File: src/rtl/serial_reg_rx_pkg.sv
package serial_reg_rx_pkg;
   typedef enum logic [1:0] {
      PH_DEV = 2'd0,
      PH_SUB = 2'd1,
      PH_VAL = 2'd2
   } phase_e;
endpackage

File: src/rtl/srx_sync_edge.sv
module srx_sync_edge #(
   parameter int STAGES = 2
) (
   input  logic clk,
   input  logic rst_n,
   input  logic sclk_a,
   input  logic sdat_a,
   output logic rise_o,
   output logic bit_o
);
   if (STAGES < 2) begin : g_bad_stages
      $error("srx_sync_edge: STAGES must be at least 2");
   end

   logic [STAGES-1:0] clk_chain;
   logic [STAGES-1:0] dat_chain;
   logic              clk_prev;

   for (genvar s = 0; s < STAGES; s++) begin : g_stage
      if (s == 0) begin : g_first
         always_ff @(posedge clk or negedge rst_n) begin
            if (!rst_n) begin
               clk_chain[0] <= 1'b0;
               dat_chain[0] <= 1'b0;
            end else begin
               clk_chain[0] <= sclk_a;
               dat_chain[0] <= sdat_a;
            end
         end
      end else begin : g_next
         always_ff @(posedge clk or negedge rst_n) begin
            if (!rst_n) begin
               clk_chain[s] <= 1'b0;
               dat_chain[s] <= 1'b0;
            end else begin
               clk_chain[s] <= clk_chain[s-1];
               dat_chain[s] <= dat_chain[s-1];
            end
         end
      end
   end

   always_ff @(posedge clk or negedge rst_n) begin
      if (!rst_n) clk_prev <= 1'b0;
      else        clk_prev <= clk_chain[STAGES-1];
   end

   assign rise_o = clk_chain[STAGES-1] & ~clk_prev;
   assign bit_o  = dat_chain[STAGES-1];

   // two rises need a low sample in between
   p_rise_spaced_r2: assert property (@(posedge clk) disable iff (!rst_n)
      rise_o |=> !rise_o)
      else $error("p_rise_spaced_r2");
endmodule

File: src/rtl/srx_shifter.sv
module srx_shifter #(
   parameter int W = 8
) (
   input  logic         clk,
   input  logic         rst_n,
   input  logic         shift_en,
   input  logic         bit_i,
   output logic [W-1:0] nxt_o
);
   if (W < 1) begin : g_bad_w
      $error("srx_shifter: W must be positive");
   end

   logic [W-1:0] q;

   if (W == 1) begin : g_one
      assign nxt_o = bit_i;
   end else begin : g_many
      assign nxt_o = {bit_i, q[W-1:1]};
   end

   always_ff @(posedge clk or negedge rst_n) begin
      if (!rst_n)        q <= '0;
      else if (shift_en) q <= nxt_o;
   end

   // the register only moves when a bit is taken
   p_hold_no_shift_r2: assert property (@(posedge clk) disable iff (!rst_n)
      !shift_en |=> $stable(q))
      else $error("p_hold_no_shift_r2");
endmodule

File: src/rtl/srx_framer.sv
module srx_framer
   import serial_reg_rx_pkg::*;
#(
   parameter int          ADDR_W    = 8,
   parameter int          IDX_W     = 6,
   parameter int          DATA_W    = 8,
   parameter int          SHIFT_W   = 8,
   parameter int          REG_COUNT = 32,
   parameter logic [7:0]  DEV_ADDR  = 8'h20
) (
   input  logic               clk,
   input  logic               rst_n,
   input  logic               rise_i,
   input  logic [SHIFT_W-1:0] nxt_i,
   output logic               wr_stb_o,
   output logic [IDX_W-1:0]   wr_idx_o,
   output logic [DATA_W-1:0]  wr_data_o
);
   localparam int CNT_MAX = (ADDR_W > IDX_W) ? ((ADDR_W > DATA_W) ? ADDR_W : DATA_W)
                                             : ((IDX_W > DATA_W) ? IDX_W : DATA_W);
   localparam int CNT_W = $clog2(CNT_MAX + 1);
   localparam logic [CNT_W-1:0] LAST_DEV = CNT_W'(ADDR_W - 1);
   localparam logic [CNT_W-1:0] LAST_SUB = CNT_W'(IDX_W - 1);
   localparam logic [CNT_W-1:0] LAST_VAL = CNT_W'(DATA_W - 1);
   localparam logic [IDX_W:0]   IDX_LIMIT = (IDX_W + 1)'(REG_COUNT);
   localparam logic [ADDR_W-1:0] MY_ADDR = ADDR_W'(DEV_ADDR);

   if (ADDR_W > SHIFT_W || IDX_W > SHIFT_W || DATA_W > SHIFT_W) begin : g_bad_shift
      $error("srx_framer: SHIFT_W narrower than a field");
   end
   if (REG_COUNT < 1 || REG_COUNT > (1 << IDX_W)) begin : g_bad_count
      $error("srx_framer: REG_COUNT outside the index space");
   end

   phase_e             phase;
   logic [CNT_W-1:0]   cnt;
   logic [ADDR_W-1:0]  dev_q;
   logic [IDX_W-1:0]   sub_q;
   logic [IDX_W-1:0]   sub_now;
   logic [ADDR_W-1:0]  dev_now;
   logic [DATA_W-1:0]  val_now;
   logic               idx_ok;
   logic               hit;

   // fields enter at the top, so the newest field sits in the upper bits
   assign dev_now = nxt_i[SHIFT_W-1 -: ADDR_W];
   assign sub_now = nxt_i[SHIFT_W-1 -: IDX_W];
   assign val_now = nxt_i[SHIFT_W-1 -: DATA_W];

   if (REG_COUNT == (1 << IDX_W)) begin : g_full_space
      assign idx_ok = 1'b1;
   end else begin : g_part_space
      assign idx_ok = ({1'b0, sub_q} < IDX_LIMIT);
   end

   assign hit = (dev_q == MY_ADDR) && idx_ok;

   always_ff @(posedge clk or negedge rst_n) begin
      if (!rst_n) begin
         phase     <= PH_DEV;
         cnt       <= '0;
         dev_q     <= '0;
         sub_q     <= '0;
         wr_stb_o  <= 1'b0;
         wr_idx_o  <= '0;
         wr_data_o <= '0;
      end else begin
         wr_stb_o <= 1'b0;
         if (rise_i) begin
            unique case (phase)
               PH_DEV: begin
                  if (cnt == LAST_DEV) begin
                     dev_q <= dev_now;
                     cnt   <= '0;
                     phase <= PH_SUB;
                  end else begin
                     cnt <= cnt + 1'b1;
                  end
               end
               PH_SUB: begin
                  if (cnt == LAST_SUB) begin
                     sub_q <= sub_now;
                     cnt   <= '0;
                     phase <= PH_VAL;
                  end else begin
                     cnt <= cnt + 1'b1;
                  end
               end
               PH_VAL: begin
                  if (cnt == LAST_VAL) begin
                     cnt   <= '0;
                     phase <= PH_DEV;
                     if (hit) begin
                        wr_stb_o  <= 1'b1;
                        wr_idx_o  <= sub_q;
                        wr_data_o <= val_now;
                     end
                  end else begin
                     cnt <= cnt + 1'b1;
                  end
               end
               default: begin
                  cnt   <= '0;
                  phase <= PH_DEV;
               end
            endcase
         end
      end
   end

   // strobe lasts one cycle
   p_stb_single_r6: assert property (@(posedge clk) disable iff (!rst_n)
      wr_stb_o |=> !wr_stb_o)
      else $error("p_stb_single_r6");
   // a write only follows a sampled edge
   p_stb_after_edge_r2: assert property (@(posedge clk) disable iff (!rst_n)
      wr_stb_o |-> $past(rise_i))
      else $error("p_stb_after_edge_r2");
   // no strobe for an index beyond the live registers
   p_idx_in_range_r7: assert property (@(posedge clk) disable iff (!rst_n)
      wr_stb_o |-> ({1'b0, wr_idx_o} < IDX_LIMIT))
      else $error("p_idx_in_range_r7");
   // outputs hold between strobes
   p_out_hold_r8: assert property (@(posedge clk) disable iff (!rst_n)
      !wr_stb_o |-> ($stable(wr_idx_o) && $stable(wr_data_o)))
      else $error("p_out_hold_r8");
   // bit counter stays inside the widest field
   p_cnt_bound_r3: assert property (@(posedge clk) disable iff (!rst_n)
      cnt < CNT_W'(CNT_MAX))
      else $error("p_cnt_bound_r3");
   // the framer always returns to the address phase after the data field
   p_wrap_r5: assert property (@(posedge clk) disable iff (!rst_n)
      (rise_i && phase == PH_VAL && cnt == LAST_VAL) |=> (phase == PH_DEV && cnt == '0))
      else $error("p_wrap_r5");
endmodule

File: src/rtl/serial_reg_rx.sv
module serial_reg_rx #(
   parameter int         ADDR_W      = 8,
   parameter int         IDX_W       = 6,
   parameter int         DATA_W      = 8,
   parameter int         REG_COUNT   = 32,
   parameter int         SYNC_STAGES = 2,
   parameter logic [7:0] DEV_ADDR    = 8'h20
) (
   input  logic              clk,
   input  logic              rst_n,
   input  logic              ser_clk_i,
   input  logic              ser_dat_i,
   output logic              wr_stb_o,
   output logic [IDX_W-1:0]  wr_idx_o,
   output logic [DATA_W-1:0] wr_data_o
);
   localparam int SHIFT_W = (ADDR_W > IDX_W) ? ((ADDR_W > DATA_W) ? ADDR_W : DATA_W)
                                             : ((IDX_W > DATA_W) ? IDX_W : DATA_W);

   if (ADDR_W < 1 || ADDR_W > 8) begin : g_bad_addr
      $error("serial_reg_rx: ADDR_W must be 1..8");
   end

   logic               rise;
   logic               sbit;
   logic [SHIFT_W-1:0] nxt;

   srx_sync_edge #(.STAGES(SYNC_STAGES)) u_sync (
      .clk    (clk),
      .rst_n  (rst_n),
      .sclk_a (ser_clk_i),
      .sdat_a (ser_dat_i),
      .rise_o (rise),
      .bit_o  (sbit)
   );

   srx_shifter #(.W(SHIFT_W)) u_shift (
      .clk      (clk),
      .rst_n    (rst_n),
      .shift_en (rise),
      .bit_i    (sbit),
      .nxt_o    (nxt)
   );

   srx_framer #(
      .ADDR_W    (ADDR_W),
      .IDX_W     (IDX_W),
      .DATA_W    (DATA_W),
      .SHIFT_W   (SHIFT_W),
      .REG_COUNT (REG_COUNT),
      .DEV_ADDR  (DEV_ADDR)
   ) u_frame (
      .clk       (clk),
      .rst_n     (rst_n),
      .rise_i    (rise),
      .nxt_i     (nxt),
      .wr_stb_o  (wr_stb_o),
      .wr_idx_o  (wr_idx_o),
      .wr_data_o (wr_data_o)
   );
endmodule

File: config.mk
export PLATFORM = sky130hd
export DESIGN_NAME = serial_reg_rx
export DESIGN_NICKNAME = d
export VERILOG_FILES = /design/src/rtl/serial_reg_rx_pkg.sv /design/src/rtl/srx_sync_edge.sv /design/src/rtl/srx_shifter.sv /design/src/rtl/srx_framer.sv /design/src/rtl/serial_reg_rx.sv
export SDC_FILE = /design/constraint.sdc
export NUM_CORES = 1
export LEC_CHECK = 0
export ABC_CLOCK_PERIOD_IN_PS = 3540
export CAP_MARGIN = 10
export CORE_ASPECT_RATIO = 0.8
export CORE_MARGIN = 3
export CORE_UTILIZATION = 41
export DETAILED_ROUTE_END_ITERATION = 10
export DONT_BUFFER_PORTS = 1
export PLACE_DENSITY_LB_ADDON = 0.12
export SLEW_MARGIN = 25
export SYNTH_ARGS = -nofsm -noshare
export SYNTH_HDL_FRONTEND = slang
export SYNTH_SLANG_ARGS = --single-unit
export TNS_END_PERCENT = 20
File: constraint.sdc
create_clock -name clk -period 3.54 [get_ports clk]
set_input_delay 0.708 -clock clk [delete_from_list [all_inputs] [get_ports clk]]
set_output_delay 0.708 -clock clk [all_outputs]
set_load 0.03 [all_outputs]
* Word-level counts from Yosys, hierarchy flattened
Index checks and enable logic that the tools add are counted.
** Cells by class
- Reduce and logical (&&, ||, !) cells :: 7
- Bitwise operators :: 2
- Muxes and demuxes :: 11
- Equal/unequal tests :: 8
- Add/subtract/negate cells :: 1
- $lt $le $gt $ge :: 1
** Operator list (count)
- equality test 4 x 3 -> 1 bit, second input constant :: 2
- equality test 8 x 6 -> 1 bit, second input constant :: 1
- 2-to-1 mux 4 bit :: 2
- one-hot mux 4 bit (2 select lines) :: 1
- AND reduction 4 bit :: 2
- less-than comparator 6 bit, second input constant :: 1
- 2-to-1 mux 2 bit :: 3
- != test 2 x 1 -> 1 bit, second input constant :: 3
- one-hot mux 2 bit (3 select lines) :: 1
- AND reduction 3 bit :: 2
- adder 4 x 1 -> 4 bit, second input constant :: 1
- 2-to-1 mux 1 bit :: 4
- equality test 2 x 1 -> 1 bit, second input constant :: 1
- equality test 2 bit, second input constant :: 1
- logical NOT 2 bit :: 1
- OR reduction 2 bit :: 1
- AND 1 bit :: 1
- logical AND 1 bit :: 1
- NOT 1 bit :: 1
** Storage, ports and cells
- Bits of input ports :: 4
- Bits in registers :: 48
- Output and inout bits :: 15
- Logic and storage cells :: 43

* Longest topological paths before layout
- Depth after elaboration :: 6
- Gate-level depth with buffers :: 5
- Depth with buffers taken out :: 5

* By module
A second synthesis with hierarchy kept.
** Unflattened totals
- Cells, all modules :: 123
- Area, all modules :: 1945.6 um^2
** By module, submodules not included
- srx_framer :: sequential area each 875.8 um^2, times used 1, area each 1507.7 um^2, cells each 101
- srx_shifter :: sequential area each 175.2 um^2, times used 1, area each 299.0 um^2, cells each 16
- srx_sync_edge :: sequential area each 125.1 um^2, times used 1, area each 138.9 um^2, cells each 6

* Least setup slack after synthesis
OpenSTA, ideal clock, no wires.
- Path kind :: register to register
- Start point :: register u_frame.cnt[0]
- End point :: register u_frame.wr_data_o[0]
- Path buffers :: 1
- Period minus slack after synthesis :: 1599 ps
- Setup slack :: 1941 ps
- Stages on the path, launching flop included :: 6
- Arrival :: 1474 ps
- Library setup time :: 125 ps
- Data required time :: 3415 ps
- Cells stage by stage :: dfrtp_1 ha_1 nor4b_4 nand4_4 buf_6 mux2_4
** Between the ends
- Word-level cells in the longest chain between the ends :: 2
** Ends and longest elaborated chain
- start: declaration :: line srx_framer.sv:36 : logic [CNT_W-1:0] cnt;
- start signal: assignment :: line srx_framer.sv:77 : cnt <= cnt + 1'b1;
- start signal: assignment :: line srx_framer.sv:86 : cnt <= cnt + 1'b1;
- start signal: assignment :: line srx_framer.sv:99 : cnt <= cnt + 1'b1;
- equality test 4 x 3 -> 1 bit :: line srx_framer.sv:90 : if (cnt == LAST_VAL) begin
- AND reduction 4 bit (no line)
- end signal: assignment :: line srx_framer.sv:96 : wr_data_o <= val_now;
- end: declaration :: line srx_framer.sv:17 : output logic [DATA_W-1:0] wr_data_o
Every way passes these cells.
A chain may end at the register's enable or synchronous reset.

* Worst setup path in the final report
- Start point :: register u_frame.cnt[0]
- End point :: register u_frame.wr_data_o[7]
The elaborated chain is that of the path after synthesis.

==> flow_summary.json <==
{
  "synth_cell_types": 35,
  "drive_gt1_share_pct": 39.8,
  "rows": 21,
  "final.setup_skew_ns": 0.00849,
  "synth.most_common_cell": "dfrtp_1",
  "synth_common_cells": "47 x dfrtp_1, 26 x mux2_2, 8 x mux2_4, 6 x nand2_1, 4 x o21ai_0",
  "worstPathCellList": "ha_1 > nor4b_4 > nand4_4 > mux2_4",
  "ys_async_sr_fraction_pct": 100,
  "core_area_mm2": 0.00439,
  "vias": 979,
  "startpoint_type": "flop",
  "first_pass_iters": 4,
  "p_leak_nw": 1.03,
  "synth_largest_area_cell": "dfrtp_1",
  "drv_slew": 0,
  "fin_cells": 185,
  "r2r_slack_ns": 1.73,
  "dp_slack_ns": 1.70,
  "antenna_found_initial": 0,
  "ys_seq_elements": 47,
  "cp_slowest_stage_delay_ns": 0.41,
  "switching_power_mw": 0.291,
  "final_antenna_net_count": 0,
  "worstPathArrival_ns": 1.99,
  "wl_mm": 3.06,
  "worst_path_max_delay_cell": "dfrtp_1",
  "synth_top_area_share_pct": 59.8,
  "die_area_mm2": 0.00567,
  "synth_nets": 132,
  "pin_count": 19,
  "clockBufferDepth": 2,
  "path_class": "flop to flop",
  "cts.sinks": 47,
  "final_hold_viol_count": 0,
  "cts_buffers": 5,
  "fin_nets": 134,
  "hold_class": "input port to async pin",
  "die_h_um": 68.0,
  "gp_congestion": 0.789,
  "wl_per_cell_um": 16.6,
  "ys_dominant_reg_cell": "dfrtp_1",
  "timing.rr.start": "u_frame.cnt[0]",
  "tightest_slew_ns": 0.715,
  "relSlewSlack_pct": 52.3,
  "diodes": 0,
  "critPathMaxFanout": 15,
  "cts_tree": "done",
  "ff2ff_path_depth": 4,
  "grt_max_degree": 48,
  "grt_pass1_vias": 1085,
  "avgSynthCellArea_um2": 15.6,
  "viasPerCell": 5.29,
  "htree_levels": 2,
  "synthesis.area_mm2": 0.00197,
  "tns_ns": 0,
  "insertion_delay_ns": 0.29,
  "die_w_um": 83.4,
  "yosys_warnings": 0,
  "start_util_pct": 44.8,
  "seqPwrFrac_pct": 60.4,
  "switching_share_pct": 25.2,
  "period_needed_ns": 1.81,
  "synth_edf_count": 0,
  "ctsResizeCount": 0,
  "synth_cells": 126,
  "status": "completed",
  "fin_ws_ns": 1.73,
  "track_usage_pct": 12.6,
  "area_growth_pct": 6.11,
  "ir_drop_uv": 221,
  "overflow": 0,
  "path_clk_slew_ns": 0.08,
  "max_freq_mhz": 552,
  "postCtsSetupBuffers": 0,
  "drtIter0Drc": 46,
  "cap_violations": 0,
  "hold_buffers": 0,
  "portBuffers": 0,
  "internal_power_mw": 0.861,
  "hpwl_mm": 1.98,
  "end_kind": "flop",
  "setup_viol": 0,
  "rsz0062_at_grt": "no",
  "p_clk_share_pct": 27.4,
  "dp.cells": 178,
  "synthTopCellsByArea": "dfrtp_1 60%, mux2_2 15%, mux2_4 6.1%",
  "combPwrFrac_pct": 12.2,
  "grt_pass1_wl_mm": 5.53,
  "power_density_mw_per_mm2": 552,
  "reg2reg_to": "u_frame.wr_data_o[7]",
  "drc": 0,
  "clockRootBuffer": "clkbuf_8",
  "fin_hold_ws_ns": 0.0998,
  "critPathRequiredTime_ns": 3.71,
  "period_share_pct": 51.2,
  "ys_seq_area_share_pct": 59.8
}
==> worst max-delay path: cells and delay by family, from the launching register on <==
family / cells / cell delay, ns
adder cells (fa/ha/maj): 1 / 0.26
flip-flops: 1 / 0.41
multiplexers: 1 / 0.40
AND/OR/NAND/NOR: 2 / 0.62
==> power by group through the flow <==
stage	combinational, mW	sequential (mW)	clock, mW
final	0.140	0.696	0.316
after global routing	0.161	0.712	0.357
after CTS	0.142	0.697	0.327
after detailed placement	0.142	0.707	0
after global placement	0.137	0.704	0
after floorplan	0.128	0.681	0
==> layout by cell type (no fill, tap or decap), drive strengths merged, types with 2 or more instances in the layout <==
master / count
o21ai: 4
nand3: 2
mux2: 34
nand2: 6
clkbuf: 6
and3b: 2
ha: 2
and4bb: 2
inv: 2
dfrtp: 47
==> layer usage <==
layer	share of wire [%]	GRT usage [%]	routed length [µm]
met5	0	0	0
met3	6.0	4.45	183
met2	43	18.7	1310
met4	1.3	6.02	39
met1	50	16.8	1530
==> per-stage QoR <==
step / area (µm²) / total power [mW] / utilization (%)
final: 2090 / 1.15 / 47.6
after global routing: 2090 / 1.23 / 47.6
after CTS: 2090 / 1.17 / 47.6
after detailed placement: 2000 / 0.849 / 45.6
after global placement: 2000 / 0.841 / 45.6
after floorplan: 1970 / 0.809 / -
==> worst max-delay path by stage <==
stage,cells past startpoint,slack (ns),end,startpoint
global route,4,1.55,u_frame.wr_data_o[5],u_frame.cnt[0]
finish,4,1.73,u_frame.wr_data_o[7],u_frame.cnt[0]
global placement,4,1.77,u_frame.wr_data_o[7],u_frame.cnt[0]
detailed placement,4,1.70,u_frame.wr_data_o[5],u_frame.cnt[0]
CTS,4,1.69,u_frame.wr_data_o[7],u_frame.cnt[0]
floorplan,5,1.94,u_frame.wr_data_o[0],u_frame.cnt[0]
==> final cells by class <==
cell class              instances  area, µm²
clock buffers                   6       82.6
clock inverters                 1       5.00
fillers                       385       2300
inverters                       2       7.51
well taps                      57       71.3
multi-input cells              72        744
flip-flops and latches         47       1180
==> flip-flops by register name (all words and copies together), names as in the netlist <==
name and count:
u_frame.dev_q 8, u_frame.wr_data_o 8, u_shift.q 7, u_frame.sub_q 6, u_frame.wr_idx_o 6, u_frame.cnt 4, u_frame.phase 2, u_sync.clk_chain 2
u_frame.wr_stb_o 1, u_sync.bit_o 1, u_sync.clk_prev 1, u_sync.dat_chain 1
==> logic make-up after synthesis <==
logic type                 Yosys count  share of synthesized area [%]
buffers and inverters                7                           2.35
AOI/OAI and AO/OA                    9                           2.99
and+or+nand+nor                     26                           12.1
adders and majority gates            2                           1.27
DFF                                 47                           59.8
muxes                               35                           21.5
Note: power is estimated with default switching activity, not from simulation.
